`config.mk`:
```
export PLATFORM = sky130hd
export DESIGN_NAME = gap_predictor
export DESIGN_NICKNAME = d
export VERILOG_FILES = /design/src/rtl/gap_pkg.sv /design/src/rtl/gap_history.sv /design/src/rtl/gap_pattern_bank.sv /design/src/rtl/gap_predictor.sv
export SDC_FILE = /design/constraint.sdc
export NUM_CORES = 1
export LEC_CHECK = 0
export BUFFER_PORTS_ARGS = -buffer_cell sky130_fd_sc_hd__buf_2
export CAP_MARGIN = 5
export CORE_UTILIZATION = 45
export CTS_BUF_LIST = sky130_fd_sc_hd__clkbuf_2 sky130_fd_sc_hd__clkbuf_4 sky130_fd_sc_hd__clkbuf_8
export CTS_CLUSTER_DIAMETER = 200
export CTS_CLUSTER_SIZE = 20
export DETAILED_ROUTE_END_ITERATION = 12
export HOLD_SLACK_MARGIN = 0.12
export SETUP_SLACK_MARGIN = 0.4
export SLEW_MARGIN = 5
export SYNTH_ARGS = -nofsm -noshare
export SYNTH_HDL_FRONTEND = slang
export SYNTH_SLANG_ARGS = --single-unit
```
`constraint.sdc`:
```
create_clock -name clk -period 4.34 [get_ports clk]
set_clock_uncertainty 0.15 [all_clocks]
set_input_delay 0.434 -clock clk [delete_from_list [all_inputs] [get_ports clk]]
set_output_delay 0.434 -clock clk [all_outputs]
set_load 0.005 [all_outputs]
```
`src/rtl/gap_pkg.sv`:
```
// Package gap_pkg
// Shared helpers for the two-level predictor: the saturating counter step and
// the weak not-taken reset value. Assumes counter widths of 1 to 31 bits.
package gap_pkg;

    // Move a counter one step towards the outcome, holding at 0 and at maxv.
    function automatic int unsigned sat_step(input int unsigned cur,
                                             input int unsigned maxv,
                                             input logic up);
        if (up) begin
            return (cur >= maxv) ? maxv : cur + 1;
        end
        return (cur == 0) ? 0 : cur - 1;
    endfunction

    // Weakly not-taken value: the largest count whose top bit is still 0.
    function automatic int unsigned weak_nt(input int unsigned width);
        return (width <= 1) ? 0 : ((1 << (width - 1)) - 1);
    endfunction

endpackage

```
`src/rtl/gap_history.sv`:
```
// Module gap_history
// First predictor level: an HIST_W-bit shift register of global outcomes.
// The newest outcome enters bit 0 and the oldest leaves from the top bit.
// Assumes HIST_W >= 0. HW is the port width, at least 1. With HIST_W == 0
// the output is a constant zero.
module gap_history #(
    parameter int HIST_W = 2,
    parameter int HW     = (HIST_W > 0) ? HIST_W : 1
) (
    input  logic          clk,
    input  logic          rst_n,
    input  logic          upd_en,
    input  logic          upd_taken,
    output logic [HW-1:0] hist_q
);

    generate
        if (HIST_W == 0) begin : g_none
            assign hist_q = '0;
        end else if (HIST_W == 1) begin : g_one
            // Hold the single most recent outcome.
            always_ff @(posedge clk) begin
                if (!rst_n)      hist_q <= '0;
                else if (upd_en) hist_q <= upd_taken;
            end
        end else begin : g_shift
            // Shift the resolved outcome in at bit 0.
            always_ff @(posedge clk) begin
                if (!rst_n)      hist_q <= '0;
                else if (upd_en) hist_q <= {hist_q[HIST_W-2:0], upd_taken};
            end

            p_shift_in_r2: assert property (@(posedge clk) disable iff (!rst_n)
                upd_en |=> hist_q == {$past(hist_q[HIST_W-2:0]), $past(upd_taken)});

            p_hold_idle_r9: assert property (@(posedge clk) disable iff (!rst_n)
                !upd_en |=> $stable(hist_q));
        end
    endgenerate

endmodule

```
`src/rtl/gap_pattern_bank.sv`:
```
// Module gap_pattern_bank
// Second predictor level: 2^HIST_W tables of 2^IDX_W saturating counters,
// stored flat and addressed by {history, address index}. One read port and
// one write port. A read in the same cycle as a write sees the old value.
// Assumes 1 <= CTR_W <= 31.
module gap_pattern_bank
    import gap_pkg::*;
#(
    parameter int HIST_W = 2,
    parameter int IDX_W  = 4,
    parameter int CTR_W  = 2,
    parameter int HW     = (HIST_W > 0) ? HIST_W : 1
) (
    input  logic             clk,
    input  logic             rst_n,
    input  logic [HW-1:0]    rd_hist,
    input  logic [IDX_W-1:0] rd_idx,
    output logic [CTR_W-1:0] rd_ctr,
    input  logic             wr_en,
    input  logic [HW-1:0]    wr_hist,
    input  logic [IDX_W-1:0] wr_idx,
    input  logic             wr_taken
);

    localparam int SEL_W   = HIST_W + IDX_W;
    localparam int ENTRIES = 1 << SEL_W;
    localparam int unsigned CTR_MAX = (1 << CTR_W) - 1;
    localparam logic [CTR_W-1:0] CTR_INIT = CTR_W'(weak_nt(CTR_W));

    logic [ENTRIES-1:0][CTR_W-1:0] ctr_q;
    logic [SEL_W-1:0]              rd_sel;
    logic [SEL_W-1:0]              wr_sel;
    logic [CTR_W-1:0]              wr_cur;
    logic [CTR_W-1:0]              wr_nxt;

    // Pick the table with history bits and the entry with address bits.
    generate
        if (HIST_W == 0) begin : g_flat
            assign rd_sel = rd_idx;
            assign wr_sel = wr_idx;
        end else begin : g_tables
            assign rd_sel = {rd_hist[HIST_W-1:0], rd_idx};
            assign wr_sel = {wr_hist[HIST_W-1:0], wr_idx};
        end
    endgenerate

    // Read the selected counter and work out the next value of the written one.
    always_comb begin
        rd_ctr = ctr_q[rd_sel];
        wr_cur = ctr_q[wr_sel];
        wr_nxt = CTR_W'(sat_step(int'(wr_cur), CTR_MAX, wr_taken));
    end

    // Reset every counter to weakly not-taken, then write one counter per resolve.
    always_ff @(posedge clk) begin
        if (!rst_n) begin
            for (int i = 0; i < ENTRIES; i++) ctr_q[i] <= CTR_INIT;
        end else if (wr_en) begin
            ctr_q[wr_sel] <= wr_nxt;
        end
    end

    p_step_up_r5: assert property (@(posedge clk) disable iff (!rst_n)
        wr_en && wr_taken && (wr_cur != CTR_W'(CTR_MAX)) |=>
        ctr_q[$past(wr_sel)] == $past(wr_cur) + 1'b1);

    p_step_down_r5: assert property (@(posedge clk) disable iff (!rst_n)
        wr_en && !wr_taken && (wr_cur != '0) |=>
        ctr_q[$past(wr_sel)] == $past(wr_cur) - 1'b1);

    p_sat_top_r6: assert property (@(posedge clk) disable iff (!rst_n)
        wr_en && wr_taken && (wr_cur == CTR_W'(CTR_MAX)) |=>
        ctr_q[$past(wr_sel)] == CTR_W'(CTR_MAX));

    p_sat_floor_r6: assert property (@(posedge clk) disable iff (!rst_n)
        wr_en && !wr_taken && (wr_cur == '0) |=> ctr_q[$past(wr_sel)] == '0);

    p_no_write_r9: assert property (@(posedge clk) disable iff (!rst_n)
        !wr_en |=> $stable(ctr_q));

endmodule

```
`src/rtl/gap_predictor.sv`:
```
// Module gap_predictor
// Two-level correlating branch direction predictor. The global history picks
// one of 2^HIST_W counter tables and the low IDX_W address bits pick the
// counter. The top counter bit is the prediction. A resolve updates the
// counter named by the history carried from lookup time and shifts the
// outcome into the global history. Assumes IDX_W <= PC_W.
module gap_predictor #(
    parameter int PC_W   = 16,
    parameter int HIST_W = 2,
    parameter int IDX_W  = 4,
    parameter int CTR_W  = 2,
    parameter int HW     = (HIST_W > 0) ? HIST_W : 1
) (
    input  logic            clk,
    input  logic            rst_n,
    input  logic [PC_W-1:0] pred_pc,
    output logic            pred_taken,
    output logic [HW-1:0]   pred_hist,
    input  logic            res_valid,
    input  logic [PC_W-1:0] res_pc,
    input  logic [HW-1:0]   res_hist,
    input  logic            res_taken
);

    logic [HW-1:0]    hist_now;
    logic [CTR_W-1:0] sel_ctr;

    gap_history #(
        .HIST_W (HIST_W),
        .HW     (HW)
    ) i_history (
        .clk       (clk),
        .rst_n     (rst_n),
        .upd_en    (res_valid),
        .upd_taken (res_taken),
        .hist_q    (hist_now)
    );

    gap_pattern_bank #(
        .HIST_W (HIST_W),
        .IDX_W  (IDX_W),
        .CTR_W  (CTR_W),
        .HW     (HW)
    ) i_bank (
        .clk      (clk),
        .rst_n    (rst_n),
        .rd_hist  (hist_now),
        .rd_idx   (pred_pc[IDX_W-1:0]),
        .rd_ctr   (sel_ctr),
        .wr_en    (res_valid),
        .wr_hist  (res_hist),
        .wr_idx   (res_pc[IDX_W-1:0]),
        .wr_taken (res_taken)
    );

    // Drive the lookup results from the live history and the selected counter.
    always_comb begin
        pred_hist  = hist_now;
        pred_taken = sel_ctr[CTR_W-1];
    end

    p_lookup_steady_r9: assert property (@(posedge clk) disable iff (!rst_n)
        !$past(res_valid) && $stable(pred_pc) |-> $stable(pred_taken) && $stable(pred_hist));

    p_res_known_r4: assert property (@(posedge clk) disable iff (!rst_n)
        res_valid |-> !$isunknown({res_pc, res_hist, res_taken}));

    p_pred_known_r4: assert property (@(posedge clk) disable iff (!rst_n)
        !$isunknown(pred_pc) |-> !$isunknown(pred_taken));

endmodule

```
**Yosys cells after proc, flatten, opt, wreduce, memory -nomap -nowiden**

Cells that the tools add are included.

- Register bits: 130
- Input bits: 38
- Output and inout bits: 3
- Logic and storage cells: 85

- Add/sub/neg operators: 2
- Order comparisons: 4
- Mux-type cells: 12
- Reductions and logical operators: 2

Operators with widths:

| operator | count |
|---|---|
| $bwmux W128 | 1 |
| $bmux W2 S6 | 2 |
| $lt A6 B7 Y1 const B | 2 |
| $mux W2 | 7 |
| $demux W2 S6 | 1 |
| $ge A6 B1 Y1 const B | 1 |
| $add A2 B1 Y2 const B | 1 |
| $ge A2 B2 Y1 const B | 1 |
| $logic_not A2 Y1 | 1 |
| $sub A2 B1 Y2 const B | 1 |
| $logic_and A1 B1 Y1 | 1 |
| $mux W1 | 1 |

**Depth between registers and ports, before layout**

Gate-level depths: netlist of run 1.

- Word-level depth: 7
- Gate-level depth with buffers: 12
- Depth with buffers taken out: 7

**Hierarchy**

From an unflattened synthesis of run 1, not the netlist that was laid out.

- Cells, all modules: 752
- Area total of the unflattened synthesis: 8,082.8 µm²

By module, submodules not included:

| module | instances | cells each | area each (µm²) | sequential area each (µm²) |
|---|---|---|---|---|
| gap_pattern_bank | 1 | 746 | 8,010.2 | 2,562.5 |
| gap_history | 1 | 6 | 72.6 | 40.0 |

**Least setup slack after synthesis of run 1**

OpenSTA, ideal clock, no wires.

- Kind: input to output
- From: input port pred_pc[0]
- To: output port pred_taken
- Data arrival time: 2,846 ps
- Data required time: 3,756 ps
- Slack: 910 ps
- Cell stages on the path: 5
- Path through: clkbuf_1 -> buf_1 -> mux4_2 -> mux4_2 -> mux4_2

- Word-level cells in the longest chain between the ends: 2

Ends and longest elaborated chain:

| item | line | source |
|---|---|---|
| start: declaration | gap_predictor.sv:16 | `input logic [PC_W-1:0] pred_pc,` |
| $bmux W2 S6 | gap_pattern_bank.sv:49 | `rd_ctr = ctr_q[rd_sel];` |
| $mux W2 (not written as such) | gap_pattern_bank.sv:49 |  |
| end: declaration | gap_predictor.sv:17 | `output logic pred_taken,` |

Every way passes these cells. The select of a mux whose other input is x is not followed.

**Final worst setup path of run 1**

- From: input port res_pc[1]
- To: register i_bank.ctr_q[48] (netlist bit)

- Word-level cells in the longest chain between the ends: 7
- Elaborated cells on any way between the ends: 16

Ends and longest elaborated chain:

| item | line | source |
|---|---|---|
| start: declaration | gap_predictor.sv:20 | `input logic [PC_W-1:0] res_pc,` |
| $bmux W2 S6 | gap_pattern_bank.sv:50 | `wr_cur = ctr_q[wr_sel];` |
| $mux W2 (not written as such) | gap_pattern_bank.sv:50 |  |
| $add A2 B1 Y2 / $ge A2 B2 Y1 (equally long branches) | gap_pkg.sv:11 | `return (cur >= maxv) ? maxv : cur + 1;` |
| $mux W2 | gap_pkg.sv:11 |  |
| $mux W2 | gap_pkg.sv:10 | `if (up) begin` |
| $mux W2 | gap_pkg.sv:13 | `return (cur == 0) ? 0 : cur - 1;` |
| $bwmux W128 (*) | gap_pattern_bank.sv:59 | `ctr_q[wr_sel] <= wr_nxt;` |
| end signal: indexed assignment | gap_pattern_bank.sv:59 |  |
| end: declaration | gap_pattern_bank.sv:30 | `logic [ENTRIES-1:0][CTR_W-1:0] ctr_q;` |

Mark *: on every way between the ends. The rest lies on a longest branch, timed or not. The select of a mux whose other input is x is not followed.
A chain may end at the register's enable or synchronous reset.

==> results of run 1 <==
[power by group]
group          internal, mW  total (mW)  switching (mW)
combinational        0.0949       0.337           0.242
sequential             1.20        1.20         0.00461
clock                 0.498       0.973           0.475
[cell type report]
class,count,area [sq um],area share [%]
Timing Repair Buffer,33,270,3.31
Multi-Input combinational cell,543,4640,56.8
Clock buffer,26,339,4.15
Tap cell,220,275,3.37
Clock inverter,5,25.0,0.306
Sequential cell,130,2600,31.9
Inverter,3,11.3,0.138
[synthesized netlist by cell type (2+ instances only)]
library cell  count  area [sq um]
a21oi_1           5          25.0
a221oi_1          6          52.6
a22oi_1           8          60.1
a31oi_1           7          43.8
a31oi_4          60          1280
a32oi_1           2          17.5
and3_1            2          12.5
and3b_1           2          17.5
buf_1             4          15.0
buf_12            6           120
buf_2            17          85.1
buf_6             2          22.5
clkbuf_1         36           135
dfxtp_1         130          2600
inv_1             3          11.3
mux2_1            3          33.8
mux2_2           10           113
mux2i_1          15           150
mux4_2           34           766
nand2_1         137           514
nand2b_1          3          18.8
nand3_1           8          40.0
nand3b_1          3          22.5
nor2_1           68           255
nor2b_1           8          50.1
nor3_1            2          10.0
nor3b_1          65           488
o211ai_1          4          30.0
o22ai_1          67           419
o2bb2ai_1         4          35.0
[registers in the layout, summed over array words and instances, names as in the netlist]
signal	cells
i_bank.ctr_q	128
i_history.hist_q	2
[logic make-up (layout without fill, tap and decap cells)]
logic type / after synthesis / after routing / synth area share [%]
compound gates: 174 / 174 / 26.9
buf+inv: 69 / 67 / 5.19
mux: 63 / 63 / 14.3
flops: 130 / 130 / 34.1
simple gates: 304 / 304 / 19.2
fa+ha+maj: 2 / 2 / 0.279
[metal layers]
metal / vias up / share of wire (%) / track usage, %
met5: - / 0 / 0
met4: 0 / 3.0 / 11.4
met3: 46 / 4.4 / 4.11
met2: 167 / 48 / 38.7
met1: 2917 / 44 / 31.5
li1: 2755 / - / -
[tightest hold or removal path, cell delays in order]
cell     delay (ns)
buf_2          0.17
mux2i_1        0.14
nor2b_1        0.10
[final timing paths]
check                                 startpoint                   to  slack (ns)
worst min-delay path                   res_valid  i_history.hist_q[0]        0.27
worst min register to register  i_bank.ctr_q[61]     i_bank.ctr_q[61]        0.34
worst max register to register  i_bank.ctr_q[86]     i_bank.ctr_q[48]        1.19
worst max-delay path                   res_pc[1]     i_bank.ctr_q[48]        0.90
[metrics by stage]
stage,setup WS [ns],total power [mW],instances
2_1_floorplan,0.910,1.50,742
3_3_place_gp,0.463,1.56,928
3_5_place_dp,0.462,1.56,928
4_1_cts,0.945,2.52,960
5_1_grt,0.764,2.59,960
6_report,0.903,2.51,960
==> run_results.csv, run 1 <==
group,metric,value,unit
floorplanning,rows,47,
grt,track_usage,24.1,%
cells_and_area,final_area,0.00817,sq mm
critical_path,critPathLaunchType,"input pin",
synth,synth_area,0.00764,sq mm
cells_and_area,n_fill_cell,1543,
critical_path,critPathArrivalTime,3.69,ns
cells_and_area,antennaDiodeCount,0,
clock_tree,post_cts_buffers,0,
timing,whs,0.267,ns
grt,grt_pass1_vias,5630,
critical_path,crit_type,"in -> reg",
timing,tightest_slew,0.748,ns
clock_tree,holdBufCountCts,1,
clock_tree,clk_latency,0.47,ns
synth,synth_async_sr_flop_share,0,%
synth,synth_cells,742,
cells_and_area,drive_gt1_share,23.1,%
clock_tree,cts_tree,"yes",
cells_and_area,syn_to_final_growth,6.91,%
critical_path,crit_fanout,15,
floorplanning,io-pin-count,41,
synth,synth_seq_area_share,34.1,%
clock_tree,clock_sinks,130,
clock_tree,clk_pin_slew,0.07,ns
synth,syn_area_per_cell,10.3,sq um
floorplanning,initial_utilization,46.1,%
critical_path,crit_chain,"buf_2 -> buf_4 -> mux2_1 -> a221oi_1 -> a2bb2oi_1 -> o22ai_1 -> or4_1 -> maj3_4 -> buf_4 -> a31oi_1",
critical_path,crit_family,"buffers and inverters",
cells_and_area,final_common_cell,"nand2_1",
grt,grt-ovfl-total,0,
placement,place_area,0.00779,sq mm
route,drc_errors,0,
cells_and_area,finalNetCount,766,
synth,syn_nets,780,
timing,setup_violations,0,
timing,fin_crit_sh,79.2,%
clock_tree,cts-htree-levels,4,
grt,grt_pass1_wl,32000,um
synth,synth_edf_count,0,
critical_path,cpMostUsedCell,"buf_4",
run_status,status,"finished clean",
route,first_pass_iters,7,
floorplanning,die_h,132,um
timing,grt_setup_unrepaired,"no",
clock_tree,cts-resized-gates,0,
critical_path,cp.required,4.59,ns
synth,ys.flop_type,"dfxtp_1",
timing,period_needed,3.44,ns
pwr,p_leak,2.41,nW
timing,fin_tns_setup,0,ns
floorplanning,die_area,0.0175,sq mm
grt,grt_max_degree,91,
placement,port_buffers,16,
placement,gp_congestion,0.839,
floorplanning,die_width,132,um
cells_and_area,finish.utilization,49.2,%
route,via_per_inst,6.13,
critical_path,cp_slowest_cell,"or4_1",
timing,hold_violations,0,
timing,max_freq,0.291,GHz
placement,dpl.hpwl,13300,um
clock_tree,cts_buffers,17,
pwr,max-vdd-ir-drop,0.203,mV
timing,max_slew_margin,50.1,%
synth,yosysWarnings,0,
clock_tree,cts_buffer_depth,2,
route,drtIter0Drc,411,
hold_path,hold_path_class,"in -> reg",
critical_path,cp.depth,10,
hold_path,hold_depth,3,
clock_tree,root_buffer,"clkbuf_8",
route,detail-route-antenna-nets,0,
pwr,power-per-cell-area,308,mW/mm^2
run,max-cap-violations,0,
synth,synth_cell_types,51,
floorplanning,core_area,0.0166,sq mm
critical_path,cp_num_buf_inv,3,
critical_path,max_stage_delay,0.52,ns
grt,antenna_found_initial,0,
critical_path,ff2ff_path_depth,8,
route,drt-total-wl,20200,um
timing,slew_violations,0,
cells_and_area,final_cell_mix,"137 x nand2_1, 130 x dfxtp_1, 68 x nor2_1, 67 x o22ai_1, 65 x nor3b_1",
route,dr_total_vias,5885,
route,wl_per_cell,21.0,um
critical_path,worstSetupEndpointType,"flop",
synth,ys_ff_latch,130,
(Power assumes the default switching activity.)
==> inputs of run 2 (changes only) <==
Clock period 4.34 ns to 3.22 ns, I/O delays scaled along.
==> run 2 against run 1 <==
Effect of this change:
- critical path type is now reg -> reg
- sequential power is 35% higher
- via count rose by 4.6%
- sequential share of layout area fell by 2.5 points
- core utilization rose by 4.3 points
- critical path depth decreased by 1
- non-clock buffer count is 44 higher
- global-route usage rose by 1.7 points
- power increased by 48%
- clock-buffer cell count shrank 3
- clock power grew 49%
- register-to-register slack got worse by 0.92 ns
- largest power group unchanged
- cell count grew 4.7%
==> run_results.csv, run 2 (synthesis results as in run 1) <==
group,metric,value,unit
pwr,p_leak,2.75,nW
clock_tree,cts_buffers,17,
clock_tree,cts_buffer_depth,2,
placement,dpl.hpwl,14000,um
critical_path,crit_fanout,8,
timing,max_slew_margin,53.4,%
critical_path,reg2reg_from,"i_bank.ctr_q[42]",
clock_tree,cts-htree-levels,4,
critical_path,crit_type,"reg -> reg",
hold_path,hold_depth,2,
grt,grt_pass1_wl,34400,um
hold_path,hold_path_class,"in -> reg",
critical_path,max_stage_delay,0.54,ns
floorplanning,rows,47,
cells_and_area,final_area,0.00888,sq mm
critical_path,crit_chain,"mux4_2 -> nor3b_2 -> a31oi_1 -> o211ai_1 -> or4_4 -> maj3_4 -> buf_6 -> buf_16 -> a31oi_4",
grt,grt-busiest-layer,"met2",
timing,fin_crit_sh,91.5,%
route,drtIter0Drc,602,
placement,dp_slack,-0.186,ns
floorplanning,die_width,132,um
grt,met3_usage,6.07,%
grt,grt_pass1_vias,6013,
timing,max_freq,0.339,GHz
timing,tightest_slew,0.698,ns
grt,grt-ovfl-total,0,
floorplanning,die_area,0.0175,sq mm
critical_path,critPathArrivalTime,3.18,ns
cells_and_area,antennaDiodeCount,0,
timing,grt_setup_unrepaired,"yes",
floorplanning,die_h,132,um
floorplanning,core_area,0.0166,sq mm
grt,track_usage,25.8,%
grt,antenna_found_initial,0,
run,max-cap-violations,0,
clock_tree,clock_sinks,130,
route,via_per_inst,6.13,
run_status,status,"finished clean",
timing,slew_violations,0,
timing,period_needed,2.95,ns
critical_path,ff2ff_path_depth,9,
route,wl_per_cell,21.8,um
grt,use_met2,42.3,%
clock_tree,root_buffer,"clkbuf_8",
cells_and_area,finalNetCount,810,
clock_tree,clk_pin_slew,0.08,ns
pwr,power-per-cell-area,418,mW/mm^2
cells_and_area,drive_gt1_share,29.6,%
critical_path,cp.required,3.46,ns
route,drc_errors,0,
cells_and_area,top_register,"i_bank.ctr_q",
floorplanning,initial_utilization,46.1,%
route,first_pass_iters,5,
cells_and_area,final_cell_mix,"136 x nand2_1, 122 x dfxtp_1, 68 x nor2_1, 67 x o22ai_1, 64 x nor3b_1",
route,dr_total_vias,6156,
cells_and_area,syn_to_final_growth,16.3,%
route,detail-route-antenna-nets,0,
placement,gp_congestion,0.857,
critical_path,critPathLaunchType,"flop",
cells_and_area,reg_top3,"i_bank.ctr_q x128, i_history.hist_q x2",
timing,postLayoutSetupSlackWorst,0.273,ns
floorplanning,io-pin-count,41,
grt,globalRouteMet1Util,33.2,%
placement,place_area,0.00804,sq mm
critical_path,crit_family,"simple AND/OR/NAND/NOR gates",
route,drt-total-wl,21900,um
cells_and_area,largest_register_ff_count,128,
clock_tree,cts_tree,"yes",
hold_path,whs_endpoint,"i_bank.ctr_q[78]",
grt,grt_max_degree,69,
hold_path,holdCritStartpoint,"rst_n",
placement,port_buffers,16,
critical_path,r2r_slack,0.27,ns
critical_path,cp_slowest_cell,"or4_4",
timing,hold_violations,0,
critical_path,worstSetupEndpointType,"flop",
cells_and_area,final_common_cell,"nand2_1",
critical_path,regToRegEndpoint,"i_bank.ctr_q[88]",
clock_tree,clk_latency,0.46,ns
pwr,power,3.71,mW
timing,setup_violations,0,
critical_path,cp_num_buf_inv,2,
pwr,max-vdd-ir-drop,0.270,mV
[run 2: changes by cell type in the layout (fill, tap and decap cells not counted), sizes merged]
cell | previous run | this run
clkinv | 5 | 3
bufinv | 0 | 2
clkinvlp | 0 | 4
buf | 32 | 75
clkbuf | 26 | 24
[run 2: layer usage]
metal | wire length [um] | vias up
met5 | 0 | -
met4 | 479 | 0
met3 | 1450 | 33
met2 | 10700 | 229
met1 | 9290 | 3039
li1 | - | 2855
[run 2: worst register-to-register path: cells and delay by family (launching register included)]
family,cells,cell delay (ns)
mux,1,0.46
flops,1,0.33
fa+ha+maj,1,0.41
compound gates,3,0.50
buf+inv,2,0.31
simple gates,2,0.70
[run 2: what timing repair did]
| action | CTS | global route |
|---|---|---|
| resized for setup | 30 | 8 |
| hold buffers | 1 | 0 |
| setup buffers | 11 | 0 |
| endpoints found under the hold margin | 1 | 0 |
| pin swaps | 23 | 16 |
| cloned | 7 | 1 |
| endpoints found under the setup margin | 125 | 129 |
[run 2: area by class of cell]
class | count | area, sq um
Clock buffer | 23 | 298
Clock inverter | 9 | 105
Sequential cell | 130 | 2610
Inverter | 3 | 11.3
Timing Repair Buffer | 77 | 881
Tap cell | 220 | 275
Fill cell | 1481 | 7700
Multi-Input combinational cell | 543 | 4700
[run 2: worst max-delay path by stage]
stage / startpoint / endpoint / slack (ns) / depth (start not counted)
global route: i_bank.ctr_q[42] / i_bank.ctr_q[46] / 0.20 / 9
CTS: i_bank.ctr_q[42] / i_bank.ctr_q[42] / 0.27 / 9
finish: i_bank.ctr_q[42] / i_bank.ctr_q[88] / 0.27 / 9
detailed placement: res_pc[1] / i_bank.ctr_q[86] / -0.19 / 10
floorplan: res_pc[0] / i_bank.ctr_q[0] / 0.41 / 10
global placement: res_pc[1] / i_bank.ctr_q[44] / -0.17 / 10
[run 2: power breakdown]
group,internal [mW],total [mW],switching (mW),leakage [nW]
Sequential,1.62,1.62,0.00687,1.05
Combinational,0.265,0.645,0.380,1.50
Clock,0.771,1.45,0.675,0.198
[run 2: per-stage QoR]
| step | util (%) | TNS (ns) | instances | hold WS (ns) |
|---|---|---|---|---|
| after global placement | 48.5 | -12.37 | 953 | 0.310 |
| after floorplan | - | 0 | 742 | 0.303 |
| after global routing | 53.5 | 0 | 1005 | 0.131 |
| final | 53.5 | 0 | 1005 | 0.128 |
| after detailed placement | 48.5 | -15.58 | 953 | 0.327 |
| after CTS | 53.0 | 0 | 1004 | 0.123 |
